==> src/rtl/tmr_pkg.sv <==
package tmr_pkg;
  typedef enum logic [1:0] {
    MODE_PERIODIC = 2'b00,
    MODE_FREE     = 2'b01,
    MODE_EXTCLR   = 2'b10,
    MODE_PWM      = 2'b11
  } tmr_mode_e;
endpackage

==> src/rtl/tmr_edge_sync.sv <==
module tmr_edge_sync #(
  parameter int STAGES = 2
) (
  input  logic clk,
  input  logic rst_n,
  input  logic din,
  output logic rise
);
  // pipe[0..STAGES-1] is the synchroniser, pipe[STAGES] holds the previous value
  logic [STAGES:0] pipe;

  always_ff @(posedge clk or negedge rst_n) begin
    if (!rst_n) pipe <= '0;
    else        pipe <= {pipe[STAGES-1:0], din};
  end

  assign rise = pipe[STAGES-1] & ~pipe[STAGES];
endmodule

==> src/rtl/tmr_cmp_unit.sv <==
module tmr_cmp_unit #(
  parameter int W = 16
) (
  input  logic         clk,
  input  logic         rst_n,
  input  logic         load,
  input  logic [W-1:0] new_val,
  input  logic [W-1:0] cnt,
  input  logic         armed,
  input  logic         step,
  output logic [W-1:0] val,
  output logic         hit
);
  // Nonzero value: equality. Zero value: only on the 0->1 step after a clear.
  function automatic logic hit_f(input logic [W-1:0] c, input logic [W-1:0] v,
                                 input logic arm, input logic st);
    logic zero_v;
    zero_v = (v == '0);
    return st && ((!zero_v && c == v) || (zero_v && arm && c == '0));
  endfunction

  always_ff @(posedge clk or negedge rst_n) begin
    if (!rst_n)    val <= '0;
    else if (load) val <= new_val;
  end

  assign hit = hit_f(cnt, val, armed, step);
endmodule

==> src/rtl/dual_cmp_timer.sv <==
module dual_cmp_timer #(
  parameter int W      = 16,
  parameter int SYNC_N = 2
) (
  input  logic         clk,
  input  logic         rst_n,
  input  logic [1:0]   run_en,
  input  logic [1:0]   mode,
  input  logic [W-1:0] cmp_n,
  input  logic [W-1:0] cmp_m,
  input  logic         ext_evt,
  output logic [W-1:0] count,
  output logic         match_n,
  output logic         match_m,
  output logic         ovf,
  output logic         tout
);
  import tmr_pkg::*;

  localparam int         NCMP = 2;
  localparam logic [W-1:0] TOP = {W{1'b1}};

  tmr_mode_e    md;
  logic         running;
  logic         ext_rise;
  logic         zarm;
  logic         clr_evt;
  logic         n_clr;
  logic         ext_clr;
  logic         at_top;
  logic         ovf_evt;
  logic [W-1:0] cmp_in  [NCMP];
  logic [W-1:0] shadow  [NCMP];
  logic [NCMP-1:0] hits;

  assign md      = tmr_mode_e'(mode);
  assign running = (run_en != 2'b00);

  tmr_edge_sync #(.STAGES(SYNC_N)) u_sync (
    .clk (clk), .rst_n (rst_n), .din (ext_evt), .rise (ext_rise)
  );

  assign cmp_in[0] = cmp_n;
  assign cmp_in[1] = cmp_m;

  for (genvar i = 0; i < NCMP; i++) begin : g_cmp
    tmr_cmp_unit #(.W(W)) u_cmp (
      .clk     (clk),
      .rst_n   (rst_n),
      .load    (!running || clr_evt),
      .new_val (cmp_in[i]),
      .cnt     (count),
      .armed   (zarm),
      .step    (running),
      .val     (shadow[i]),
      .hit     (hits[i])
    );
  end

  // Clear sources
  assign n_clr   = hits[0] && (shadow[0] != '0) &&
                   (md == MODE_PERIODIC || md == MODE_PWM);
  assign ext_clr = (md == MODE_EXTCLR) && ext_rise;
  assign at_top  = (count == TOP);
  assign clr_evt = running && (n_clr || ext_clr || at_top);
  assign ovf_evt = running && at_top && !n_clr && !ext_clr;

  always_ff @(posedge clk or negedge rst_n) begin
    if (!rst_n) begin
      count <= '0;
      zarm  <= 1'b0;
    end else if (!running) begin
      count <= '0;
      zarm  <= 1'b0;
    end else if (clr_evt) begin
      count <= '0;
      zarm  <= 1'b1;
    end else begin
      count <= count + 1'b1;
    end
  end

  always_ff @(posedge clk or negedge rst_n) begin
    if (!rst_n) begin
      match_n <= 1'b0;
      match_m <= 1'b0;
      ovf     <= 1'b0;
    end else begin
      match_n <= hits[0];
      match_m <= hits[1];
      ovf     <= ovf_evt;
    end
  end

  always_ff @(posedge clk or negedge rst_n) begin
    if (!rst_n)              tout <= 1'b0;
    else if (!running)       tout <= 1'b0;
    else if (md == MODE_PWM) begin
      if (hits[1])           tout <= 1'b0;
      else if (hits[0])      tout <= 1'b1;
    end else if (hits[0])    tout <= ~tout;
  end
endmodule

==> config.mk <==
export PLATFORM = sky130hd
export DESIGN_NAME = dual_cmp_timer
export DESIGN_NICKNAME = d
export VERILOG_FILES = /design/src/rtl/tmr_pkg.sv /design/src/rtl/tmr_edge_sync.sv /design/src/rtl/tmr_cmp_unit.sv /design/src/rtl/dual_cmp_timer.sv
export SDC_FILE = /design/constraint.sdc
export NUM_CORES = 1
export LEC_CHECK = 0
export BUFFER_PORTS_ARGS = -buffer_cell sky130_fd_sc_hd__buf_4
export CAP_MARGIN = 25
export CELL_PAD_IN_SITES_DETAIL_PLACEMENT = 2
export CELL_PAD_IN_SITES_GLOBAL_PLACEMENT = 2
export CORE_UTILIZATION = 36
export CTS_CLUSTER_SIZE = 14
export DETAILED_ROUTE_END_ITERATION = 10
export PLACE_DENSITY = 0.86
export SYNTH_ARGS = -nofsm -noshare
export SYNTH_HDL_FRONTEND = slang
export SYNTH_SLANG_ARGS = --single-unit
==> constraint.sdc <==
create_clock -name clk -period 2.6 [get_ports clk]
set_clock_uncertainty 0.2 [all_clocks]
set_input_delay 0.13 -clock clk [delete_from_list [all_inputs] [get_ports clk]]
set_output_delay 0.13 -clock clk [all_outputs]
set_load 0.02 [all_outputs]
=== After elaboration in Yosys (flattened, before gate mapping) ===
Index checks and enable logic that the tools add are counted.
Widths: inputs -> output; s select.

* Bits of input ports: 39
* RAM bits: 0
* Latch bits: 0
* Word-level logic and storage cells: 63
* Flip-flop bits (word level): 56
* Output and inout port bits: 20
* Memories kept: 0
* Bits in read-only memories: 0

* Divide/modulo/power cells: 0
* Shift-type cells: 0
* Reduce and logical (&&, ||, !) cells: 33
* Eq/ne operators: 8
* Multiply operators: 0
* Mux-type cells: 9
* Add/subtract/negate cells: 1
* Bitwise gates (word level): 3
* Order comparisons: 0

{| class="wikitable"
|+ Operators with widths
! operator !! count
|-
| $logic_not 16->1 || 3
|-
| $eq 16x16->1 || 2
|-
| $mux 16 || 2
|-
| $add 16x1->16 const B || 1
|-
| $eq 16x16->1 const B || 1
|-
| $reduce_bool 16->1 || 1
|-
| $logic_and 1x1->1 || 15
|-
| $mux 1 || 7
|-
| $logic_or 1x1->1 || 6
|-
| $logic_not 1->1 || 5
|-
| $eq 2x2->1 const B || 2
|-
| $ne 3x2->1 const B || 1
|-
| $ne 3x3->1 const B || 1
|-
| $logic_not 2->1 || 1
|-
| $ne 2x2->1 const B || 1
|-
| $not 1->1 || 2
|-
| $reduce_and 2->1 || 1
|-
| $reduce_bool 2->1 || 1
|-
| $and 1x1->1 || 1
|}

=== Longest topological paths before layout ===
Gate-level depths: netlist of the first run.

* Word-level depth: 12
* Mapped depth: 9
* Gate-level depth less buffers: 8

=== Cells and area by module ===
From an unflattened synthesis of the first run, not the netlist that was laid out.

* Cells, all modules: 241
* Area, all modules: 2937.8 um2

{| class="wikitable"
|+ Modules (own cells, without submodules)
! module !! times used !! cells each !! area an instance (um2)
|-
| tmr_cmp_unit || 2 || 68 || 850.8
|-
| dual_cmp_timer || 1 || 101 || 1147.4
|-
| tmr_edge_sync || 1 || 4 || 88.8
|}

=== Worst setup path after synthesis of the first run ===
No wires, ideal clock.

* Path kind: register -> register
* Start point: reg count[1]
* End point: reg g_cmp[0].u_cmp.val[10]
* Cell stages (with the launch flop): 9
* Data required time: 2.275 ns
* Library setup time: 0.125 ns
* Data arrival time: 2.089 ns
* Setup slack: 0.186 ns
* Path through: dfrtp_1 buf_2 xnor2_2 nand4_1 nor4_4 a31oi_2 nand2_4 buf_12 mux2_4

* Cells in the longest elaborated chain, start to end: 10
* Elaborated cells between the ends (all ways): 13

{| class="wikitable"
|+ Ends and longest elaborated chain
! item !! RTL line !! text
|-
| start: declaration || dual_cmp_timer.sv:12 || <nowiki>output logic [W-1:0] count,</nowiki>
|-
| start signal: assignment || dual_cmp_timer.sv:79 || <nowiki>count <= count + 1'b1;</nowiki>
|-
| $eq 16x16->1 or $logic_not 16->1 (tied branches) || tmr_cmp_unit.sv:19 || <nowiki>return st && ((!zero_v && c == v) || (zero_v && arm && c == '0));</nowiki>
|-
| $logic_and 1x1->1 || tmr_cmp_unit.sv:19 ||
|-
| $logic_or 1x1->1 || tmr_cmp_unit.sv:19 ||
|-
| $logic_and 1x1->1 || tmr_cmp_unit.sv:19 ||
|-
| $logic_and 1x1->1 (2 in a row) || dual_cmp_timer.sv:61 || <nowiki>assign n_clr = hits[0] && (shadow[0] != '0) &&</nowiki>
|-
| $logic_or 1x1->1 || dual_cmp_timer.sv:65 || <nowiki>assign clr_evt = running && (n_clr || ext_clr || at_top);</nowiki>
|-
| $logic_or 1x1->1 * || dual_cmp_timer.sv:65 ||
|-
| $logic_and 1x1->1 * || dual_cmp_timer.sv:65 ||
|-
| $logic_or 1x1->1 * || dual_cmp_timer.sv:50 || <nowiki>.load (!running || clr_evt),</nowiki>
|-
| end signal: assignment || tmr_cmp_unit.sv:24 || <nowiki>else if (load) val <= new_val;</nowiki>
|-
| end: declaration || tmr_cmp_unit.sv:11 || <nowiki>output logic [W-1:0] val,</nowiki>
|}

Every way passes the cells marked *; elsewhere a longest branch is shown, timed or not.
A chain may end at the register's enable or synchronous reset.

=== Final worst setup path of the first run ===
* Start point: reg count[4]
* End point: reg g_cmp[0].u_cmp.val[4]

Same word-level chain as after synthesis.

==> impl_results.md, run 1 <==
- Status: finished clean
- Via/cell ratio: 5.24
- Synth warn: 0
- Yosys top cell area share: roughly 47%
- Max-cap violation count: 0
- Pint: about 1.6 mW
- Reg-to-Reg Start: count[4]
- GPL Wtd Cong: between 0.7 and 0.8
- Register area share after synthesis: 46.8%
- Final min period: 2520 ps
- Die height: 93.2 um
- Register bit total from synthesis: 56
- Number of fill cells: 784
- Yosys top cell by area: dfrtp_1
- Remaining DRCs: 0
- Clk slew on worst S/H paths: ~100 ps
- Crit path kind: flip-flop to flip-flop
- Synth top area cells: dfrtp_1, mux2_4, xnor2_1, mux2_2, nor2_1
- Netlist cell types: 32
- Syn avg cell area: 12.3 um2
- Asr flop ratio synth: between 90% and 100%
- Num rows: 32
- DRC marker count from the first detailed-route iteration: between 100 and 150
- Post-layout nets: 402
- Reg power frac: 46.9%
- First-pass GRT wire length: ~17 mm
- Vias in the first global route: 2775
- Core area: between 0.007 and 0.008 mm2
- Top-level port count: 59
- Vias: 2422
- Layout area overhead: 38.5%
- Overall power: 2.39 mW
- Pin count of the biggest net entering global routing: 57
- First-pass DRT Iterations: 4
- Fin crit share: roughly 97%
- PwrDens: 576 mW/mm2
- Tightest Pin Transition: 723 ps
- Clock Sinks: 56
- Width of the die: around 93 um
- Hold slack: 36.2 ps
- Tot GR Track Use: roughly a quarter
- CTS tree: built
- Mapped Cells: roughly 240
- Ys flop type: dfrtp_1
- Startpoint Class: flip-flop
- Netlist Area Pre-Place: about 0.003 mm2
- Final-report max-slew violation count: 0
- Hold Crit Depth: 3
- RSZ-0062 raised after global routing: false
- Setup violators final: 0
- Most frequent cells in the layout: buf_4, dfrtp_1, dlygate4sd3_1
- Skew-Pair Late Insertion Delay: ~320 ps
- Max Buffers Root-to-Sink: 2
- Number of routed nets with antenna violations: 0
- R2r setup slk: 80 ps
- Leakage: 1.89 nW
- Post-route setup TNS: 0 ps
- Worst EP required: 2610 ps
- FMAX: 0.397 GHz
- Initial antenna violation count: 0
- Clk root buf: clkbuf_8
- Hold path endpoint: zarm
- Dpl hpwl: 6.68 mm
- R2R Path End: g_cmp[0].u_cmp.val[4]
- Net Sw Power: about 0.74 mW
- Comb pwr share: approximately 27%
- Worst IR Drop VDD: 0.286 mV
- Data arrival, critical path: 2530 ps
- Switching part of the total: a little under a third
- Number of synthesized flops with an enable pin: 0
- Crit path capture type: flip-flop
- Clk pwr share: 26.0%
- I/O Buffers: between 50 and 60
- Util after Layout: 52.6%
- Commonest non-fill, non-tap cell in the layout: buf_4
- CP Max Fanout: 17
- Die area: 0.00869 mm2
- Worst hold path class: primary input to flip-flop
- Max-slew headroom: ~52%
- Fin. Hold Viols: 0
- GRT overflow: 0
- Routed WL: 10.9 mm
- Worst reg-to-reg path cell count: 7
- H-tree depth: 2
- Diode count: 0
- Wire per inst: between 20 and 25 um
- Hold path start: run_en[1]
- Share of cells above drive strength 1: 37.5%
- Total CTS buffers: 5
- Syn Nets: around 290
- Initial Util: 38.0%
[flip-flops by register name, indices dropped and copies added, names as in the netlist]
register / cells
g_cmp.u_cmp.val: 32
count: 16
u_sync.pipe: 3
match_m: 1
match_n: 1
ovf: 1
tout: 1
zarm: 1
[final cells by class]
cell class | instances | area [um2] | area share [%]
tap | 102 | 128 | 3.08
clock inverter | 2 | 38.8 | 0.935
sequential | 56 | 1400 | 33.8
timing repair buffer | 126 | 1070 | 25.7
multi-input combinational | 166 | 1420 | 34.2
clock buffer | 6 | 82.6 | 1.99
inverter | 4 | 15.0 | 0.362
[synth_stat cells (2+ instances only)]
| library cell | instances |
|---|---|
| nor2_1 | 24 |
| and3_1 | 6 |
| nand2_1 | 4 |
| buf_6 | 5 |
| nand3_1 | 8 |
| nor4b_1 | 2 |
| nand2b_1 | 2 |
| buf_12 | 3 |
| xnor2_2 | 2 |
| dfrtp_1 | 56 |
| buf_2 | 8 |
| mux2_4 | 25 |
| ha_1 | 4 |
| xor2_1 | 10 |
| mux2_2 | 8 |
| a21oi_1 | 2 |
| nand4_1 | 13 |
| nor4_1 | 11 |
| xnor2_1 | 34 |
| inv_1 | 4 |
[routing by layer]
metal / share of wire [%] / vias up / track usage (%)
met5: 0 / - / 0
met3: 3.8 / 29 / 3.90
met1: 43 / 1237 / 33.9
li1: - / 1066 / -
met2: 50 / 90 / 44.2
met4: 3.3 / 0 / 9.74
[worst max path at each step]
stage,startpoint,to,slack (ps),cells past startpoint
after floorplan,count[1],g_cmp[0].u_cmp.val[10],190,8
after global placement,count[1],g_cmp[0].u_cmp.val[4],290,7
after detailed placement,g_cmp[0].u_cmp.val[6],g_cmp[0].u_cmp.val[4],150,7
after CTS,g_cmp[0].u_cmp.val[6],g_cmp[0].u_cmp.val[4],80,7
after global routing,count[4],g_cmp[0].u_cmp.val[4],10,7
final,count[4],g_cmp[0].u_cmp.val[4],80,7
[worst max-delay path, cell delays in order (launching register included)]
cell and delay (ps):
dfrtp_1 450, xnor2_1 230, nand4_1 190, nor4_4 400, a31oi_2 200, nand2_4 190, buf_12 200, mux2_2 350
[power by group through the flow]
stage	Clock [mW]	Combinational (mW)	Sequential, mW
2_1_floorplan	0	0.374	1.08
3_3_place_gp	0	0.523	1.12
3_5_place_dp	0	0.554	1.13
4_1_cts	0.626	0.614	1.12
5_1_grt	0.668	0.684	1.13
6_report	0.621	0.648	1.12
[what timing repair did]
item	CTS	global route
hold buffers	38	0
setup buffers	0	6
resized for setup	0	0
endpoints found under the setup margin	0	39
endpoints found under the hold margin	91	0
[through the flow]
stage          worst slack [ps]  instances  instance area [um2]
2_1_floorplan               186        243                 3000
3_3_place_gp                289        410                 3600
3_5_place_dp                146        410                 3600
5_1_grt                    11.9        462                 4150
4_1_cts                    79.3        456                 4100
6_report                   78.7        462                 4150
[cell families (layout without fill, tap and decap cells)]
| kind of cell | count (synthesis) | after routing | share of synthesized area, % |
|---|---|---|---|
| adders and majority gates | 4 | 4 | 1.67 |
| muxes | 34 | 34 | 15.9 |
| buffers and inverters | 21 | 138 | 5.89 |
| AOI/OAI and AO/OA | 7 | 7 | 1.75 |
| DFF | 56 | 56 | 46.8 |
| xor gates and xnor gates | 46 | 46 | 14.0 |
| and+or+nand+nor | 75 | 75 | 14.1 |
Power figures use the tool's default switching activity.
==> inputs of run 2 (changes only) <==
BUFFER_PORTS_ARGS = not set   (was -buffer_cell sky130_fd_sc_hd__buf_4)
CORE_UTILIZATION = 42   (was 36)
DONT_BUFFER_PORTS = 1   (was not set)
==> run 2 against run 1 <==
Sequential share of layout area up 3.2 points. Wire length is 8.0% higher. Sequential power about the same. Cell count decreased by 13%. Critical path depth is the same. Maximum frequency down 3.0%. Non-clock buffer count fell by 53. Sequential cell count stayed put. Via count down 3.8%. Total power grew 1.0%. Largest cell class unchanged.
==> impl_results.md, run 2 (synthesis gave the netlist of run 1 again) <==
- Status: finished clean
- Final worst slack: 0.0357 ps
- Final min period: 2600 ps
- Pre-CTS WS: 66.4 ps
- Fin crit share: 100%
- Diode count: 0
- Crit-path cells: xnor2_1 > nand4_1 > nor4_4 > a31oi_4 > nand2_8 > buf_4 > mux2_2
- Clk root buf: clkbuf_8
- Tightest Pin Transition: 440 ps
- CP max stage cell: dfrtp_1
- Clk slew on worst S/H paths: between 100 and 150 ps
- Startpoint Class: flip-flop
- Max-cap violation count: 0
- Setup violators final: 0
- Clock Sinks: 56
- Skew-Pair Late Insertion Delay: 320 ps
- Dpl hpwl: about 6.7 mm
- Util after Layout: 55.6%
- Vias: between 2k and 2.5k
- Placed Instances: 350
- Top-level port count: around 60
- Max Buffers Root-to-Sink: 2
- Routed WL: 11.8 mm
- Overall power: between 2 and 2.5 mW
- Initial antenna violation count: 0
- Worst hold path class: primary input to flip-flop
- Worst EP required: 2620 ps
- First-pass DRT Iterations: 4
- CP bufs+invs: 1
- Max-slew headroom: 70.4%
- Pin count of the biggest net entering global routing: 57
- Remaining DRCs: 0
- Initial Util: 43.8%
- FMAX: ~0.38 GHz
- Crit path kind: flip-flop to flip-flop
- Core area: between 0.006 and 0.007 mm2
- Post-route setup TNS: 0 ps
- CP Max Fanout: 8
- CTS tree: built
- H-tree depth: 2
- Data arrival, critical path: 2620 ps
- Most frequent cells in the layout: dfrtp_1, dlygate4sd3_1, xnor2_1
- Worst IR Drop VDD: 0.282 mV
- Commonest non-fill, non-tap cell in the layout: dfrtp_1
- Total CTS buffers: 5
- GPL Wtd Cong: 0.828
- Layout area overhead: 26.8%
- Fin. Hold Viols: 0
- GRT overflow: 0
- Critical path's top delay family: simple AND/OR/NAND/NOR gates
- Die height: 86.5 um
- Vias in the first global route: 2628
- Tot GR Track Use: 31.4%
- Number of routed nets with antenna violations: 0
- Non-filler cells, final: 403
- Via/cell ratio: 5.78
- PwrDens: 636 mW/mm2
- Num rows: 30
- Width of the die: 86.5 um
- Max FFs per register: 32
- Post-layout nets: 349
- First-pass GRT wire length: 16.6 mm
- Final-report max-slew violation count: 0
- Largest registers: g_cmp.u_cmp.val (32), count (16), u_sync.pipe (3)
- I/O Buffers: 0
- Critical Path Max Stage Delay: 460 ps
- DRC marker count from the first detailed-route iteration: 166
- Wire per inst: 29.3 um
- Crit path capture type: flip-flop
- Leakage: 1.64 nW
- Reg with most FFs: g_cmp.u_cmp.val
- Share of cells above drive strength 1: 27.7%
- Die area: 0.00747 mm2
[run 2: metal layers]
metal,up-vias,wire [um],global-route usage [%]
met5,-,0,0
met4,0,306,9.24
met3,24,791,5.52
met2,119,5890,54.1
met1,1220,4820,40.6
li1,968,-,-
[run 2: final timing paths]
check	from	end	slack (ps)	depth (start not counted)
worst min register to register	u_sync.pipe[0]	u_sync.pipe[1]	210	0
worst min-delay path	mode[1]	zarm	40	3
worst max-delay path	count[13]	g_cmp[0].u_cmp.val[4]	0.04	7
min in group asynchronous	rst_n	count[11]	120	2
worst max register to register	count[13]	g_cmp[0].u_cmp.val[4]	0.04	7
max in group asynchronous	rst_n	count[1]	1790	2
[run 2: worst min-delay path, stage by stage]
cell and delay, ps:
ha_1 160, nand3b_1 110, a41oi_1 130
[run 2: area by class of cell]
cell class              instances  area (um2)
well taps                      96         120
multi-input cells             166        1450
fillers                       647        3030
repair buffers                 73         688
inverters                       4        15.0
clock buffers                   7        96.3
flip-flops and latches         56        1400
clock inverters                 1        30.0
[run 2: through the flow]
step                      hold slack (ps)  cell area, um2
after floorplan                      -366            3000
after global placement               -363            3190
after detailed placement             -364            3190
after CTS                            23.8            3720
after global routing                 68.1            3800
final                                40.4            3800
[run 2: report_power, final]
| group | switching [mW] | internal (mW) | total (mW) |
|---|---|---|---|
| Sequential | 0.174 | 0.972 | 1.15 |
| Clock | 0.318 | 0.341 | 0.659 |
| Combinational | 0.286 | 0.323 | 0.609 |
| Total | 0.778 | 1.64 | 2.41 |
[run 2: timing repair]
action / in CTS / in global routing
hold buffers: 39 / 0
resized for setup: 0 / 5
buffers inserted: 0 / 6
endpoints found under the setup margin: 0 / 27
endpoints found under the hold margin: 92 / 0
==> inputs of run 3 (changes only) <==
clock period = 2.74 ns   (was 2.6 ns; I/O delays follow)
==> run 3 against run 2 <==
Clock-buffer cell count shrank 2. Combinational power shrank 11%. Core utilization shrank 2.2 points. Non-clock buffer count shrank 11. Hold slack gained 8.9 ps. Sequential cell count is the same. Clock power shrank 18%. Maximum frequency shrank 2.9%. First-iteration DRC count shrank 61%. Wire length shrank 13%. Final area shrank 4.0%. Sequential share of layout area grew 1.5 points.
==> impl_results.md, run 3 (synthesis gave the netlist of run 1 again) <==
- Status: finished clean
- Pin count of the biggest net entering global routing: 57
- Share of cells above drive strength 1: 23.5%
- Dpl hpwl: 6.31 mm
- First-pass GRT wire length: 15.9 mm
- Met3 Resource Use GR: slightly above 7%
- Initial antenna violation count: 0
- Overall power: about 2.1 mW
- Core area: 0.00683 mm2
- Post-route setup TNS: 0 ps
- Commonest non-fill, non-tap cell in the layout: dfrtp_1
- I/O Buffers: 0
- GPL Wtd Cong: 0.848
- Remaining DRCs: 0
- Tot GR Track Use: 30.0%
- Post-CTS Setup Bufs: 0
- GRT overflow: 0
- Leakage: 1.57 nW
- Die height: slightly below 90 um
- Clk slew on worst S/H paths: roughly 110 ps
- Worst EP required: 2740 ps
- Most frequent cells in the layout: dfrtp_1, dlygate4sd3_1, xnor2_1
- Skew-Pair Late Insertion Delay: 320 ps
- Data arrival, critical path: roughly 2700 ps
- Die area: 0.00747 mm2
- Vias in the first global route: 2625
- Worst reg-to-reg path cell count: 7
- Final Instance Area: 0.00365 mm2
- Setup violators final: 0
- Cts hold-fix bufs: 39
- Vias: 2172
- Post-CTS resize count: 0
- GR peak layer: met2
- Crit path capture type: flip-flop
- Crit-path cells: xnor2_1 > nand4_1 > nor4_4 > a31oi_2 > nand2_4 > buf_12 > mux2_2
- Max-slew headroom: 70.1%
- First-pass DRT Iterations: 4
- Total CTS buffers: 5
- Initial Util: 43.8%
- Max FFs per register: 32
- Routed WL: 10.3 mm
- Area after DPL: 0.00314 mm2
- R2R Path End: g_cmp[0].u_cmp.val[4]
- Number of fill cells: roughly 650
- Clk root buf: clkbuf_8
- Max-cap violation count: 0
- RSZ-0062 raised after global routing: false
- Diode count: 0
- Final min period: 2680 ps
- GR Util met2: 51.8%
- DRC marker count from the first detailed-route iteration: 64
- Pre-CTS WS: 177 ps
- Critical Path Max Stage Delay: 490 ps
- Wire per inst: 26.4 um
- Reg with most FFs: g_cmp.u_cmp.val
- Worst hold path class: primary input to flip-flop
- Startpoint Class: flip-flop
- Crit path launch: count[0]
- Fin. Hold Viols: 0
- Tightest Pin Transition: approximately 440 ps
- Reg-to-Reg Start: count[0]
- GR met1 Demand/Resource: 36.7%
- FMAX: around 0.37 GHz
- CP Max Fanout: 26
- Crit path to: g_cmp[0].u_cmp.val[4]
- Fin crit share: a little over nine tenths
- Largest registers: g_cmp.u_cmp.val (32), count (16), u_sync.pipe (3)
- Layout area overhead: 21.7%
- Max Buffers Root-to-Sink: 2
- Number of routed nets with antenna violations: 0
- H-tree depth: 2
- Final-report max-slew violation count: 0
- PwrDens: 589 mW/mm2
- Via/cell ratio: around 5.6
- R2r setup slk: 60 ps
- Num rows: 30
- Crit path kind: flip-flop to flip-flop
- Top-level port count: 59
- Post-layout nets: around 340
- Worst IR Drop VDD: 0.284 mV
- CP max stage cell: dfrtp_1
- CTS tree: built
- Clock Sinks: 56
- Width of the die: 86.5 um
- Final worst slack: a little over 60 ps
[run 3: how the worst min path moves through the flow]
stage	from	end	slack, ps	cells after the start
global placement	rst_n	count[9]	-360	0
global route	mode[1]	zarm	70	3
detailed placement	rst_n	count[10]	-360	0
floorplan	rst_n	count[0]	-360	0
CTS	mode[1]	zarm	30	3
finish	mode[1]	zarm	50	3
[run 3: area by class of cell]
class	count	area [um2]	share of cell area (%)
Sequential cell	56	1400	38.4
Timing Repair Buffer	62	593	16.3
Inverter	4	15.0	0.412
Clock buffer	5	68.8	1.89
Multi-Input combinational cell	166	1420	38.9
Clock inverter	1	30.0	0.824
Tap cell	96	120	3.29
[run 3: metal layers]
| metal | wire [um] | share of wire (%) |
|---|---|---|
| met4 | 229 | 2.2 |
| met5 | 0 | 0 |
| met1 | 4320 | 42 |
| met2 | 5230 | 51 |
| met3 | 526 | 5.1 |
[run 3: per-stage QoR]
stage	utilization (%)	hold WS, ps	cells
floorplan	-	-359	243
global placement	46.0	-356	345
detailed placement	46.0	-357	345
CTS	53.4	28.7	390
global route	53.4	70.2	390
finish	53.4	49.3	390
[run 3: report_power, final]
group | leakage (nW) | switching, mW | internal, mW | total (mW)
registers | 0.696 | 0.150 | 0.921 | 1.07
clock network | 0.0501 | 0.276 | 0.263 | 0.539
logic | 0.819 | 0.256 | 0.283 | 0.539
total | 1.57 | 0.682 | 1.47 | 2.15
[run 3: worst max-delay path: cells and delay by family (launching register included)]
family          cells  cell delay [ps]
compound gates      1              210
flops               1              490
xor+xnor            1              320
simple gates        3              760
mux                 1              360
buf+inv             1              210
